`src/rtl/seqc_pkg.sv`:
```
package seqc_pkg;
  localparam int CODE_W = 3;
  typedef logic [CODE_W-1:0] code_t;

  localparam code_t LOOP_0 = 3'b000;
  localparam code_t LOOP_1 = 3'b010;
  localparam code_t LOOP_2 = 3'b011;
  localparam code_t LOOP_3 = 3'b101;
  localparam code_t LOOP_4 = 3'b110;

  localparam int BIT_C = 2;
  localparam int BIT_B = 1;
  localparam int BIT_A = 0;
endpackage

```
`src/rtl/seqc_next.sv`:
```
module seqc_next
  import seqc_pkg::*;
(
  input  code_t cur_i,
  output code_t nxt_o
);
  logic c, b, a;

  always_comb begin
    c = cur_i[BIT_C];
    b = cur_i[BIT_B];
    a = cur_i[BIT_A];
    nxt_o        = '0;
    nxt_o[BIT_C] = a;
    nxt_o[BIT_B] = ~b | (~a & ~c);
    nxt_o[BIT_A] = b & ~c;
  end
endmodule

```
`src/rtl/seqc_valid.sv`:
```
module seqc_valid
  import seqc_pkg::*;
(
  input  code_t cur_i,
  output logic  on_loop_o
);
  always_comb begin
    unique case (cur_i)
      LOOP_0, LOOP_1, LOOP_2, LOOP_3, LOOP_4: on_loop_o = 1'b1;
      default:                                on_loop_o = 1'b0;
    endcase
  end
endmodule

```
`src/rtl/seqc_state_reg.sv`:
```
module seqc_state_reg
  import seqc_pkg::*;
#(
  parameter code_t INIT_CODE = 3'b000
) (
  input  logic  clk,
  input  logic  rst_n,
  input  logic  en_i,
  input  code_t d_i,
  output code_t q_o
);
  code_t q_r;
  code_t q_nxt;

  always_comb begin
    q_nxt = q_r;
    if (!rst_n)    q_nxt = INIT_CODE;
    else if (en_i) q_nxt = d_i;
  end

  always_ff @(posedge clk) begin
    q_r <= q_nxt;
  end

  assign q_o = q_r;

  // the first edge after reset sees the start code
  assert_reset_load_R1: assert property (@(posedge clk) disable iff (!rst_n)
    $rose(rst_n) |-> (q_r == INIT_CODE));

  // an idle cycle leaves the code alone
  assert_idle_hold_R3: assert property (@(posedge clk) disable iff (!rst_n)
    !en_i |=> $stable(q_r));
endmodule

```
`src/rtl/fivecycle_counter.sv`:
```
module fivecycle_counter
  import seqc_pkg::*;
#(
  parameter logic [2:0] INIT_CODE = 3'b000
) (
  input  logic       clk,
  input  logic       rst_n,
  input  logic       en_i,
  output logic [2:0] code_o,
  output logic       valid_o
);
  code_t cur;
  code_t nxt;
  logic  on_loop;

  seqc_next u_next (
    .cur_i (cur),
    .nxt_o (nxt)
  );

  seqc_state_reg #(.INIT_CODE(INIT_CODE)) u_reg (
    .clk   (clk),
    .rst_n (rst_n),
    .en_i  (en_i),
    .d_i   (nxt),
    .q_o   (cur)
  );

  seqc_valid u_valid (
    .cur_i     (cur),
    .on_loop_o (on_loop)
  );

  assign code_o  = cur;
  assign valid_o = on_loop;

  // once on the loop, enabled steps stay on it
  assert_loop_closed_R2: assert property (@(posedge clk) disable iff (!rst_n)
    (en_i && valid_o) |=> valid_o);

  // recovery from 001
  assert_recover_001_R4: assert property (@(posedge clk) disable iff (!rst_n)
    (en_i && code_o == 3'b001) |=> (code_o == 3'b110));

  // recovery from 100
  assert_recover_100_R5: assert property (@(posedge clk) disable iff (!rst_n)
    (en_i && code_o == 3'b100) |=> (code_o == 3'b010));

  // recovery from 111
  assert_recover_111_R6: assert property (@(posedge clk) disable iff (!rst_n)
    (en_i && code_o == 3'b111) |=> (code_o == 3'b100));

  // an off-loop code other than 111 rejoins in one enabled step
  assert_rejoin_one_step_R7: assert property (@(posedge clk) disable iff (!rst_n)
    (en_i && !valid_o && code_o != 3'b111) |=> valid_o);
endmodule

```
`config.mk`:
```
export PLATFORM = sky130hd
export DESIGN_NAME = fivecycle_counter
export DESIGN_NICKNAME = d
export VERILOG_FILES = /design/src/rtl/seqc_pkg.sv /design/src/rtl/seqc_next.sv /design/src/rtl/seqc_valid.sv /design/src/rtl/seqc_state_reg.sv /design/src/rtl/fivecycle_counter.sv
export SDC_FILE = /design/constraint.sdc
export NUM_CORES = 1
export LEC_CHECK = 0
export BUFFER_PORTS_ARGS = -buffer_cell sky130_fd_sc_hd__buf_4
export CELL_PAD_IN_SITES_DETAIL_PLACEMENT = 0
export CELL_PAD_IN_SITES_GLOBAL_PLACEMENT = 2
export CORE_AREA = 2 2 39 41
export DETAILED_ROUTE_END_ITERATION = 6
export DIE_AREA = 0 0 41 43
export GPL_TIMING_DRIVEN = 0
export PLACE_DENSITY = 0.39
export SYNTH_ARGS = -nofsm -noshare
export SYNTH_HDL_FRONTEND = slang
export SYNTH_SLANG_ARGS = --single-unit
```
`constraint.sdc`:
```
create_clock -name clk -period 0.8 [get_ports clk]
set_clock_uncertainty 0.1 [all_clocks]
set_input_delay 0.04 -clock clk [delete_from_list [all_inputs] [get_ports clk]]
set_output_delay 0.04 -clock clk [all_outputs]
set_load 0.005 [all_outputs]
```
=== Word-level counts from Yosys, hierarchy flattened ===
Index checks and enable logic that the tools add are counted.

* Register bits: 3
* Input bits: 3
* Output and inout bits: 4
* Word-level logic and storage cells: 14

* Eq/ne operators: 4
* Muxes and demuxes: 1
* Bitwise gates (word level): 6
* Reductions and logical operators: 2

{| class="wikitable"
|+ Operators with widths
! cell !! number
|-
| 3-bit by 2-bit == test with 1-bit output, second input constant || 2
|-
| 3-bit == test, second input constant || 2
|-
| 5-bit OR reduction || 1
|-
| 3-bit zero test || 1
|-
| 1-bit NOT || 3
|-
| 1-bit AND || 2
|-
| 1-bit two-way mux || 1
|-
| 1-bit bitwise OR || 1
|}

=== Depth between registers and ports, before layout ===
Gate-level depths: netlist (run 1).

* Depth in word-level cells: 3
* Mapped depth: 2
* Depth with buffers taken out: 2

=== Hierarchy ===
Synthesis (run 1) repeated with hierarchy kept, for this count alone.

* Cells, all modules: 15
* Area, all modules: 148.9 µm²

{| class="wikitable"
|+ Modules (own cells, without submodules)
! module !! times used !! cells an instance !! area an instance (µm²) !! sequential area each (µm²)
|-
| seqc_state_reg || 1 || 9 || 108.9 || 60.1
|-
| seqc_valid || 1 || 3 || 21.3 || 0.0
|-
| seqc_next || 1 || 3 || 18.8 || 0.0
|}

=== Worst setup path after synthesis (run 1) ===
OpenSTA, ideal clock, no wires.

* Kind: reg-to-reg
* Start: register u_reg.q_r[1] (netlist: u_reg.q_o[1])
* End: register u_reg.q_r[1] (netlist: u_reg.q_o[1])
* Library setup time: 116 ps
* Data arrival time: 614 ps
* Data required time: 584 ps
* Slack: -30 ps
* Stages on the path, launching flop included: 3
* Buffers on the path: 0
* Period minus slack after synthesis: 830 ps
* Path through: dfxtp_1 -> o211ai_1 -> o211a_1

* Cells in the longest elaborated chain, start to end: 2

{| class="wikitable"
|+ Ends and longest elaborated chain
! what !! RTL line !! text
|-
| from (decl) || seqc_state_reg.sv:12 || <nowiki>code_t q_r;</nowiki>
|-
| from (signal assigned) || seqc_state_reg.sv:22 || <nowiki>q_r <= q_nxt;</nowiki>
|-
| 1-bit NOT || seqc_next.sv:15 || <nowiki>nxt_o[BIT_B] = ~b | (~a & ~c);</nowiki>
|-
| 1-bit bitwise OR || seqc_next.sv:15 ||
|}

Every way passes these cells.
A chain may end at the register's enable or synchronous reset.

=== Final worst setup path (run 1) ===
* Start: register u_reg.q_r[0] (netlist: u_reg.q_o[0])
* End: output port valid_o

* Cells in the longest elaborated chain, start to end: 3
* Elaborated cells between the ends (all ways): 7
* Those cells by class: eq/ne: 4; mux: 1; reduce/logical: 2

{| class="wikitable"
|+ Ends and longest elaborated chain
! what !! RTL line !! text
|-
| 3-bit by 2-bit == test with 1-bit output (tied with other cells) || seqc_valid.sv:8 || <nowiki>unique case (cur_i)</nowiki>
|-
| 5-bit OR reduction (*) || seqc_valid.sv:8 ||
|-
| 1-bit two-way mux (*) || seqc_valid.sv:8 ||
|-
| to (decl) || fivecycle_counter.sv:10 || <nowiki>output logic valid_o</nowiki>
|}

Every way passes the cells marked *; elsewhere a longest branch is shown, timed or not.

==> impl_metrics.py, run 1 <==
metrics = {
    "power": {
        "clockPowerShare_pct": 51.3,
        "power.static_leakage_uw": 0.000127,
        "power.sequential.fraction_pct": 32.9,
        "power.density_cell_area_nw_per_um2": 1740,
        "combPwrFrac_pct": 15.7,
        "ir_drop_mv": 0.550,
        "internal_power_uw": 397,
        "switching_share_pct": 22.0,
        "netSwitchingPower_uw": 112,
    },
    "clock_network": {
        "tritoncts_num_sinks": 3,
        "root_buffer": "sky130_fd_sc_hd__clkbuf_4",
        "numCtsBuffers": 3,
        "worstSkewPairLatency_ns": 0.23,
        "cts_buffer_depth": 2,
        "tritoncts_clock_tree": "yes",
        "cts_max_level": 1,
        "path_clk_slew_ns": 0.04,
    },
    "setup_path": {
        "startpoint_class_of_the_critical_path": "flop",
        "cp-startpoint": "u_reg.q_o[0]",
        "worstSetupPathType": "flop to primary output",
        "critical_path.reg2reg.startpoint": "u_reg.q_o[0]",
        "worst_path_required_time_ns": 0.66,
        "reg2reg_slack_ns": -0.30,
        "regToRegEndpoint": "u_reg.q_o[1]",
        "worst-endpoint-arrival_ns": 0.96,
        "cp-end-kind": "primary output",
        "r2r_cells": 4,
        "critical_path_peak_fanout": 3,
    },
    "placement": {
        "gp_routability_congestion": 0.567,
        "buffer_ports.inserted": 6,
        "preCtsSetupSlack_ns": -0.174,
    },
    "min_path": {
        "timing.hold.worst.start": "rst_n",
        "hp-class": "input port to flop",
        "worst_hold_path.endpoint": "u_reg.q_o[2]",
        "min_path_cells": 2,
    },
    "sta": {
        "worst_slack_ns": -0.305,
        "max_freq_mhz": 905,
        "setup_viol_count_final": 7,
        "timing.final.hold_violations": 3,
        "timing_max_transition_violations_final": 0,
        "portion_of_the_clock_cycle_consumed_by_the_worst_path_in_the_final_layout_pct": 138,
        "period_needed_ns": 1.10,
        "hold_slack_ns": -0.0412,
        "setup_repair_after_global_routing_missed_its_margin": "yes",
        "slew-limit-headroom_pct": 89.4,
        "totalNegativeSetupSlack_ns": -1.33,
        "max_slew.worst_pin.slew_ns": 0.158,
    },
    "global_routing": {
        "grt_pass1_vias": 154,
        "antenna_found_initial": 0,
        "wire_length_of_the_first_global_routing_pass_microns": 683,
        "grt_max_degree": 7,
        "grt_overflow": 0,
        "gr-usage-all-layers_pct": 6.52,
    },
    "routing": {
        "drc_errors": 0,
        "postRouteAntennaNets": 0,
        "route.detailed.wl_per_inst_microns": 9.60,
        "detail_route.wirelength_microns": 413,
        "route.vias.total": 149,
        "drt_first_pass_iters": 1,
        "initialDrtViolationCount": 0,
        "vias_per_cell": 3.47,
    },
    "layout": {
        "area_growth_syn_to_layout_pct": 103,
        "largest_register_ff_count": 3,
        "finish.utilization_pct": 21.2,
        "final_layout_size_suffix_gt1_share_pct": 66.7,
        "antenna_cells": 0,
        "finish.net_count": 31,
    },
    "logic_synthesis": {
        "yosys_warnings": 0,
        "synthCells": 14,
        "share_of_yosys_cell_area_claimed_by_the_top_area_cell_type_pct": 41.7,
        "synth_area_leaders": "sky130_fd_sc_hd__dfxtp_1 (42%), sky130_fd_sc_hd__mux2i_1 (7.0%), sky130_fd_sc_hd__o211a_1 (7.0%)",
        "synthesized_area_per_cell_sq_um": 10.3,
        "yosysUniqueCellTypes": 12,
        "netlist.top_cell.by_area": "sky130_fd_sc_hd__dfxtp_1",
        "syn_nets": 17,
        "synth-seq-area-share_pct": 41.7,
        "ys_ff_latch": 3,
        "syn_area_sq_um": 144,
    },
    "flow_run": {
        "max-cap-violations": 0,
    },
    "outcome": {
        "run_status": "complete, but fails checks",
        "violations": "hold timing, setup timing",
    },
    "floorplanning": {
        "fp.dieH_microns": 43,
        "design.portCount": 7,
        "floorplan.die.width_microns": 41,
        "floorplan.initialDensity_pct": 10.4,
        "placement_rows": 14,
        "die_area_sq_um": 1760,
        "coreArea_sq_um": 1380,
    },
}
## synth_stat cells
cell                       n
sky130_fd_sc_hd__a21boi_0  1
sky130_fd_sc_hd__dfxtp_1   3
sky130_fd_sc_hd__nor2b_1   1
sky130_fd_sc_hd__o211a_1   1
sky130_fd_sc_hd__a21oi_1   1
sky130_fd_sc_hd__xnor2_1   1
sky130_fd_sc_hd__nand2b_1  1
sky130_fd_sc_hd__o211ai_1  1
sky130_fd_sc_hd__buf_4     1
sky130_fd_sc_hd__nand3b_1  1
sky130_fd_sc_hd__nor3b_1   1
sky130_fd_sc_hd__mux2i_1   1
## worst max-delay path by stage
| stage | to | slack (ns) | cells past startpoint |
|---|---|---|---|
| after global routing | valid_o | -0.36 | 3 |
| after floorplan | u_reg.q_o[1] | 0.009 | 2 |
| after CTS | valid_o | -0.31 | 3 |
| after global placement | valid_o | -0.15 | 3 |
| final | valid_o | -0.30 | 3 |
| after detailed placement | valid_o | -0.17 | 3 |
## cells by family (layout without fill, tap and decap cells)
family          after synthesis  after routing  synth area share, %
flops                         3              3                 41.7
buf+inv                       1             14                 5.22
xor+xnor                      1              1                 6.09
simple gates                  4              4                 19.1
mux                           1              1                 6.96
compound gates                4              4                 20.9
## metrics by stage
step,total power [uW],std cells,area [sq um]
2_1_floorplan,196,14,146
3_3_place_gp,228,36,211
3_5_place_dp,228,36,211
4_1_cts,522,43,285
5_1_grt,549,43,293
6_report,508,43,293
## worst max-delay path, cell delays in order, from the launching register on
cell and delay [ns]:
sky130_fd_sc_hd__dfxtp_4 0.35, sky130_fd_sc_hd__nor3b_2 0.15, sky130_fd_sc_hd__a21oi_1 0.12, sky130_fd_sc_hd__buf_4 0.12
## final cells by class
class | instances | area [sq um]
fill | 158 | 1090
clock buffer | 4 | 26.3
timing repair buffer | 9 | 75.1
tap | 16 | 20.0
multi-input combinational | 10 | 88.8
buffer | 1 | 11.3
sequential | 3 | 71.3
## layout by cell type (no fill, tap or decap)
cell type and count:
sky130_fd_sc_hd__buf_6 3, sky130_fd_sc_hd__nor3b_2 1, sky130_fd_sc_hd__dfxtp_4 3, sky130_fd_sc_hd__xnor2_2 1, sky130_fd_sc_hd__nand2b_1 1, sky130_fd_sc_hd__o211a_1 1, sky130_fd_sc_hd__nor2b_1 1, sky130_fd_sc_hd__a21oi_1 1
sky130_fd_sc_hd__buf_4 7, sky130_fd_sc_hd__a21boi_1 1, sky130_fd_sc_hd__o211ai_1 1, sky130_fd_sc_hd__mux2i_1 1, sky130_fd_sc_hd__clkbuf_4 3, sky130_fd_sc_hd__clkbuf_1 1, sky130_fd_sc_hd__nand3b_1 1
## power groups by stage
| stage | logic, uW | registers (uW) | clock network, uW |
|---|---|---|---|
| 3_5_place_dp | 53.5 | 175 | 0 |
| 5_1_grt | 87.4 | 169 | 293 |
| 3_3_place_gp | 52.9 | 175 | 0 |
| 6_report | 79.9 | 167 | 261 |
| 2_1_floorplan | 23.8 | 172 | 0 |
| 4_1_cts | 76.6 | 165 | 280 |
## repair_timing
action,CTS,global route
gates resized for setup,9,1
pin swaps,1,0
hold endpoints to repair,3,3
buffers inserted,3,0
endpoints found under the setup margin,7,7
## metal layers
layer / wire length [microns] / share of wire (%) / GRT usage, % / vias to the layer above
met1: 189 / 46 / 7.05 / 68
met4: 0 / 0 / 8.00 / 0
met3: 29 / 7.0 / 3.14 / 0
li1: - / - / - / 75
met2: 195 / 47 / 7.81 / 6
met5: 0 / 0 / 0 / -
Power figures use the tool's default switching activity.
==> run 2: changes to the inputs <==
ABC_AREA = 1   (was unset)
CTS_BUF_LIST = sky130_fd_sc_hd__clkbuf_4   (was unset)
PLACE_DENSITY = 0.44   (was 0.39)
TNS_END_PERCENT = 1   (was unset)
==> impl_metrics.py, run 2 <==
metrics = {
    "layout": {
        "antenna_cells": 0,
        "final_cell_count_no_fill": 51,
        "most-common-layout-cells": "sky130_fd_sc_hd__buf_4 (8), sky130_fd_sc_hd__nor2_1 (5), sky130_fd_sc_hd__clkbuf_4 (4)",
        "finish.net_count": 39,
        "layout_commonest_cell": "sky130_fd_sc_hd__buf_4",
        "largest_register_ff_count": 3,
        "final_layout_size_suffix_gt1_share_pct": 57.1,
        "area_growth_syn_to_layout_pct": 93.9,
        "finish.utilization_pct": 20.2,
    },
    "routing": {
        "detailroute.wirelength.met2_microns": 165,
        "m1WireLength_microns": 173,
        "maxUsedRoutingLayer": "met3",
        "route.detailed.wl_per_inst_microns": 7.25,
        "initialDrtViolationCount": 0,
        "route.vias.total": 172,
        "wl_met3_microns": 30,
        "drc_errors": 0,
        "drt_first_pass_iters": 1,
        "postRouteAntennaNets": 0,
        "vias_per_cell": 3.37,
        "detail_route.wirelength_microns": 370,
    },
    "logic_synthesis": {
        "share_of_yosys_cell_area_claimed_by_the_top_area_cell_type_pct": 41.7,
        "synthesized_area_per_cell_sq_um": 6.26,
        "synth_commonest_cells": "sky130_fd_sc_hd__nor2_1 (7), sky130_fd_sc_hd__nand2_1 (5), sky130_fd_sc_hd__dfxtp_1 (3), sky130_fd_sc_hd__inv_1 (3), sky130_fd_sc_hd__o21ai_0 (2)",
        "yosys_most_used_dff": "sky130_fd_sc_hd__dfxtp_1",
        "syn_nets": 26,
        "synth-compound-area-share_pct": 10.4,
        "ys_ff_latch": 3,
        "netlist.top_cell.by_area": "sky130_fd_sc_hd__dfxtp_1",
        "synth.most_common_cell": "sky130_fd_sc_hd__nor2_1",
        "main_combinational_cell_family_by_area_after_synthesis": "simple AND/OR/NAND/NOR gates",
        "synth-seq-area-share_pct": 41.7,
        "synth_area_leaders": "sky130_fd_sc_hd__dfxtp_1 (42%), sky130_fd_sc_hd__nor2_1 (18%), sky130_fd_sc_hd__nand2_1 (13%)",
        "yosys.area_share.simple_pct": 34.8,
        "yosys_warnings": 0,
        "synthXorXnorAreaFrac_pct": 0,
        "synth-async-reset-ratio_pct": 0,
        "number_of_flops_mapped_to_enable_cells_by_yosys": 0,
        "synthAdderAreaFrac_pct": 0,
        "multiplexer_area_fraction_after_synthesis_pct": 0,
        "yosysUniqueCellTypes": 8,
        "syn_area_sq_um": 144,
        "synthCells": 23,
    },
    "floorplanning": {
        "coreArea_sq_um": 1380,
        "design.portCount": 7,
        "placement_rows": 14,
        "fp.dieH_microns": 43,
        "floorplan.die.width_microns": 41,
        "die_area_sq_um": 1760,
        "floorplan.initialDensity_pct": 10.4,
    },
    "power": {
        "internal_power_uw": 424,
        "power.sequential.fraction_pct": 31.4,
        "switching_share_pct": 21.8,
        "ir_drop_mv": 0.527,
        "clockPowerShare_pct": 54.3,
        "netSwitchingPower_uw": 118,
        "power.static_leakage_uw": 0.000131,
        "power.density_cell_area_nw_per_um2": 1940,
        "combPwrFrac_pct": 14.3,
    },
    "placement": {
        "gp_routability_congestion": 0.637,
        "place_hpwl_microns": 283,
        "preCtsSetupSlack_ns": -0.110,
        "buffer_ports.inserted": 6,
        "place_inst": 45,
    },
    "sta": {
        "timing_max_transition_violations_final": 0,
        "worst_slack_ns": -0.280,
        "setup_viol_count_final": 6,
        "period_needed_ns": 1.08,
        "setup_repair_after_global_routing_missed_its_margin": "yes",
        "timing.final.hold_violations": 0,
        "max_slew.worst_pin.slew_ns": 0.138,
        "portion_of_the_clock_cycle_consumed_by_the_worst_path_in_the_final_layout_pct": 135,
        "slew-limit-headroom_pct": 90.7,
        "max_freq_mhz": 926,
    },
    "global_routing": {
        "wire_length_of_the_first_global_routing_pass_microns": 655,
        "grt_max_degree": 7,
        "grt_pass1_vias": 163,
        "antenna_found_initial": 0,
        "gr-usage-all-layers_pct": 5.91,
        "grt_overflow": 0,
    },
    "setup_path": {
        "worst_path_required_time_ns": 0.66,
        "cp-end-kind": "primary output",
        "critical_path_peak_fanout": 4,
        "worstSetupPathType": "flop to primary output",
        "startpoint_class_of_the_critical_path": "flop",
        "worst-endpoint-arrival_ns": 0.94,
    },
    "flow_run": {
        "max-cap-violations": 0,
    },
    "clock_network": {
        "numCtsBuffers": 3,
        "path_clk_slew_ns": 0.04,
        "cts_max_level": 1,
        "root_buffer": "sky130_fd_sc_hd__clkbuf_4",
        "cts_buffer_depth": 2,
        "tritoncts_num_sinks": 3,
        "tritoncts_clock_tree": "yes",
        "worstSkewPairLatency_ns": 0.23,
    },
    "min_path": {
        "hp-class": "input port to flop",
    },
    "outcome": {
        "run_status": "complete, but fails checks",
        "violations": "setup timing",
    },
}
## run 2: worst paths after layout
kind	slack, ns	endpoint	cells after the start	from
worst max-delay path	-0.28	valid_o	5	u_reg.q_o[0]
worst min register to register	0.43	u_reg.q_o[0]	2	u_reg.q_o[1]
worst max register to register	0	u_reg.q_o[2]	3	u_reg.q_o[0]
worst min-delay path	0.002	u_reg.q_o[2]	3	en_i
## run 2: critical path, cell delays in order (launching register included)
cell and delay [ns]:
sky130_fd_sc_hd__dfxtp_4 0.35, sky130_fd_sc_hd__nand2_2 0.07, sky130_fd_sc_hd__nor2_1 0.04, sky130_fd_sc_hd__nor2_1 0.08
sky130_fd_sc_hd__nand2_1 0.07, sky130_fd_sc_hd__buf_6 0.11
## run 2: logic make-up (layout without fill, tap and decap cells)
logic type,Yosys count,count (layout)
AO/OA/AOI/OAI,3,3
AND/OR/NAND/NOR,13,13
buffers and inverters,4,16
flip-flops,3,3
## run 2: area by class of cell
type	count	area [sq um]
sequential	3	71.3
tap	16	20.0
buffer	1	7.51
clock buffer	4	30.0
inverter	3	11.3
timing repair buffer	8	63.8
multi-input combinational	16	75.1
fill	160	1100
## run 2: what timing repair did
item | CTS | global route
pin swaps | 3 | 0
hold endpoints to repair | 3 | 0
cloned | 0 | 0
setup buffers | 1 | 0
hold buffers | 1 | 0
gates resized for setup | 9 | 4
setup endpoints to repair | 6 | 7
## run 2: power by group through the flow
| stage | registers [uW] | logic [uW] | clock network (uW) |
|---|---|---|---|
| after global routing | 173 | 89.6 | 322 |
| after detailed placement | 175 | 62.6 | 0 |
| after floorplan | 172 | 27.3 | 0 |
| final | 170 | 77.4 | 294 |
| after global placement | 175 | 62.3 | 0 |
| after CTS | 171 | 73.1 | 310 |
## run 2: metrics by stage
stage / setup TNS, ns / hold slack [ns] / cell area [sq um] / total power (uW)
2_1_floorplan: 0 / 0.0492 / 144 / 200
3_3_place_gp: -0.168 / 0.189 / 209 / 238
3_5_place_dp: -0.164 / 0.185 / 209 / 238
4_1_cts: -0.707 / -0.00386 / 275 / 554
5_1_grt: -0.828 / 0.0204 / 279 / 585
6_report: -0.547 / 0.00238 / 279 / 542
## run 2: metal layers
metal / track usage (%) / vias to the layer above
li1: - / 92
met1: 6.39 / 74
met2: 7.50 / 6
met3: 1.57 / 0
met4: 8.00 / 0
met5: 0 / -
==> run 3: changes to the inputs <==
clock period = 0.9 ns   (was 0.8 ns; I/O delays follow)
==> impl_metrics.py, run 3 (same netlist as run 2, synthesis figures left out) <==
metrics = {
    "placement": {
        "place_hpwl_microns": 283,
        "place_inst": 45,
        "gp_routability_congestion": 0.637,
        "preCtsSetupSlack_ns": -0.0152,
        "buffer_ports.inserted": 6,
    },
    "routing": {
        "vias_per_cell": 3.35,
        "drt_first_pass_iters": 2,
        "detail_route.wirelength_microns": 370,
        "route.detailed.wl_per_inst_microns": 7.25,
        "drc_errors": 0,
        "route.vias.total": 171,
        "initialDrtViolationCount": 2,
        "postRouteAntennaNets": 0,
    },
    "global_routing": {
        "wire_length_of_the_first_global_routing_pass_microns": 641,
        "grt_pass1_vias": 159,
        "antenna_found_initial": 0,
        "gr-usage-all-layers_pct": 6.11,
        "grt_max_degree": 7,
        "grt_overflow": 0,
    },
    "sta": {
        "timing.final.hold_violations": 0,
        "portion_of_the_clock_cycle_consumed_by_the_worst_path_in_the_final_layout_pct": 121,
        "worst_slack_ns": -0.188,
        "max_freq_mhz": 919,
        "setup_repair_after_global_routing_missed_its_margin": "yes",
        "setup_viol_count_final": 2,
        "period_needed_ns": 1.09,
        "timing_max_transition_violations_final": 0,
        "max_slew.worst_pin.slew_ns": 0.148,
        "totalNegativeSetupSlack_ns": -0.254,
        "slew-limit-headroom_pct": 90.0,
    },
    "min_path": {
        "min_path_cells": 3,
        "hp-class": "input port to flop",
    },
    "clock_network": {
        "worstSkewPairLatency_ns": 0.23,
        "tritoncts_clock_tree": "yes",
        "cts_buffer_depth": 2,
        "tritoncts_num_sinks": 3,
        "numCtsBuffers": 3,
        "root_buffer": "sky130_fd_sc_hd__clkbuf_4",
        "cts_max_level": 1,
        "path_clk_slew_ns": 0.04,
    },
    "floorplanning": {
        "placement_rows": 14,
        "floorplan.initialDensity_pct": 10.4,
        "fp.dieH_microns": 43,
        "floorplan.die.width_microns": 41,
        "die_area_sq_um": 1760,
        "design.portCount": 7,
        "coreArea_sq_um": 1380,
    },
    "layout": {
        "most-common-layout-cells": "sky130_fd_sc_hd__buf_4 (7), sky130_fd_sc_hd__nor2_1 (6), sky130_fd_sc_hd__nand2_1 (4), sky130_fd_sc_hd__clkbuf_4 (4), sky130_fd_sc_hd__inv_1 (3)",
        "antenna_cells": 0,
        "final_layout_size_suffix_gt1_share_pct": 48.6,
        "number_of_fill_cells_in_the_layout": 156,
        "finish.net_count": 39,
        "area_growth_syn_to_layout_pct": 90.4,
        "final_cell_count_no_fill": 51,
        "largest_register_ff_count": 3,
        "layout_commonest_cell": "sky130_fd_sc_hd__buf_4",
    },
    "setup_path": {
        "r2r_cells": 3,
        "cp-startpoint": "u_reg.q_o[0]",
        "startpoint_class_of_the_critical_path": "flop",
        "critical_path_peak_fanout": 4,
        "worstSetupPathType": "flop to primary output",
        "worst_path_required_time_ns": 0.75,
        "reg2reg_slack_ns": 0.07,
        "regToRegEndpoint": "u_reg.q_o[2]",
        "setup.worst_path.end": "valid_o",
        "critical_path.reg2reg.startpoint": "u_reg.q_o[0]",
        "cp-end-kind": "primary output",
        "worst-endpoint-arrival_ns": 0.94,
    },
    "power": {
        "power.density_cell_area_nw_per_um2": 1750,
        "ir_drop_mv": 0.466,
        "power.static_leakage_uw": 0.000130,
    },
    "outcome": {
        "run_status": "complete, but fails checks",
        "violations": "setup timing",
    },
    "flow_run": {
        "max-cap-violations": 0,
    },
}
==> run 3: changes by cell type in the layout (fill, tap and decap cells not counted), sizes merged <==
cell         delta
buf             -1
dlygate4sd3     +1
==> run 3: timing repair <==
item | CTS | global route
gates resized for setup | 6 | 2
cloned | 0 | 0
endpoints found under the hold margin | 3 | 0
endpoints found under the setup margin | 3 | 3
buffers inserted | 1 | 0
hold buffers | 1 | 0
==> run 3: critical path, cell delays in order, from the launching register on <==
cell,delay [ns]
sky130_fd_sc_hd__dfxtp_4,0.35
sky130_fd_sc_hd__nand2_2,0.07
sky130_fd_sc_hd__nor2_1,0.04
sky130_fd_sc_hd__nor2_1,0.08
sky130_fd_sc_hd__nand2_1,0.07
sky130_fd_sc_hd__buf_6,0.11
==> run 3: area by class of cell <==
cell class | instances | area [sq um] | share of cell area (%)
repair buffers | 8 | 66.3 | 24.2
well taps | 16 | 20.0 | 7.31
plain buffers | 1 | 7.51 | 2.74
flip-flops and latches | 3 | 68.8 | 25.1
multi-input cells | 16 | 70.1 | 25.6
inverters | 3 | 11.3 | 4.11
clock buffers | 4 | 30.0 | 11.0
==> run 3: layer usage <==
layer	wire length (microns)	up-vias	GRT usage, %
met5	0	-	0
met4	0	0	10.0
met3	27	0	1.57
met2	168	6	7.19
met1	175	73	6.39
li1	-	92	-
==> run 3: power breakdown <==
| part | internal, uW | leakage [uW] | total, uW | switching, uW |
|---|---|---|---|---|
| sequential | 141 | 0.0000264 | 152 | 11.8 |
| combinational | 39.9 | 0.0000849 | 65.8 | 25.8 |
| clock | 196 | 0.0000184 | 260 | 64.3 |
==> run 3: stage by stage <==
step | area [sq um] | util (%) | hold WS, ns | power (uW)
floorplan | 144 | - | 0.0542 | 178
global placement | 209 | 15.1 | 0.194 | 211
detailed placement | 209 | 15.1 | 0.190 | 211
CTS | 268 | 19.3 | 0.00240 | 494
global route | 274 | 19.8 | 0.0207 | 516
finish | 274 | 19.8 | 0.0110 | 478
==> run 3: worst min-delay path by stage <==
stage | from | to | slack, ns
global placement | rst_n | u_reg.q_o[0] | 0.19
detailed placement | rst_n | u_reg.q_o[0] | 0.19
floorplan | rst_n | u_reg.q_o[0] | 0.05
CTS | en_i | u_reg.q_o[2] | 0.002
finish | en_i | u_reg.q_o[2] | 0.01
global route | en_i | u_reg.q_o[0] | 0.02
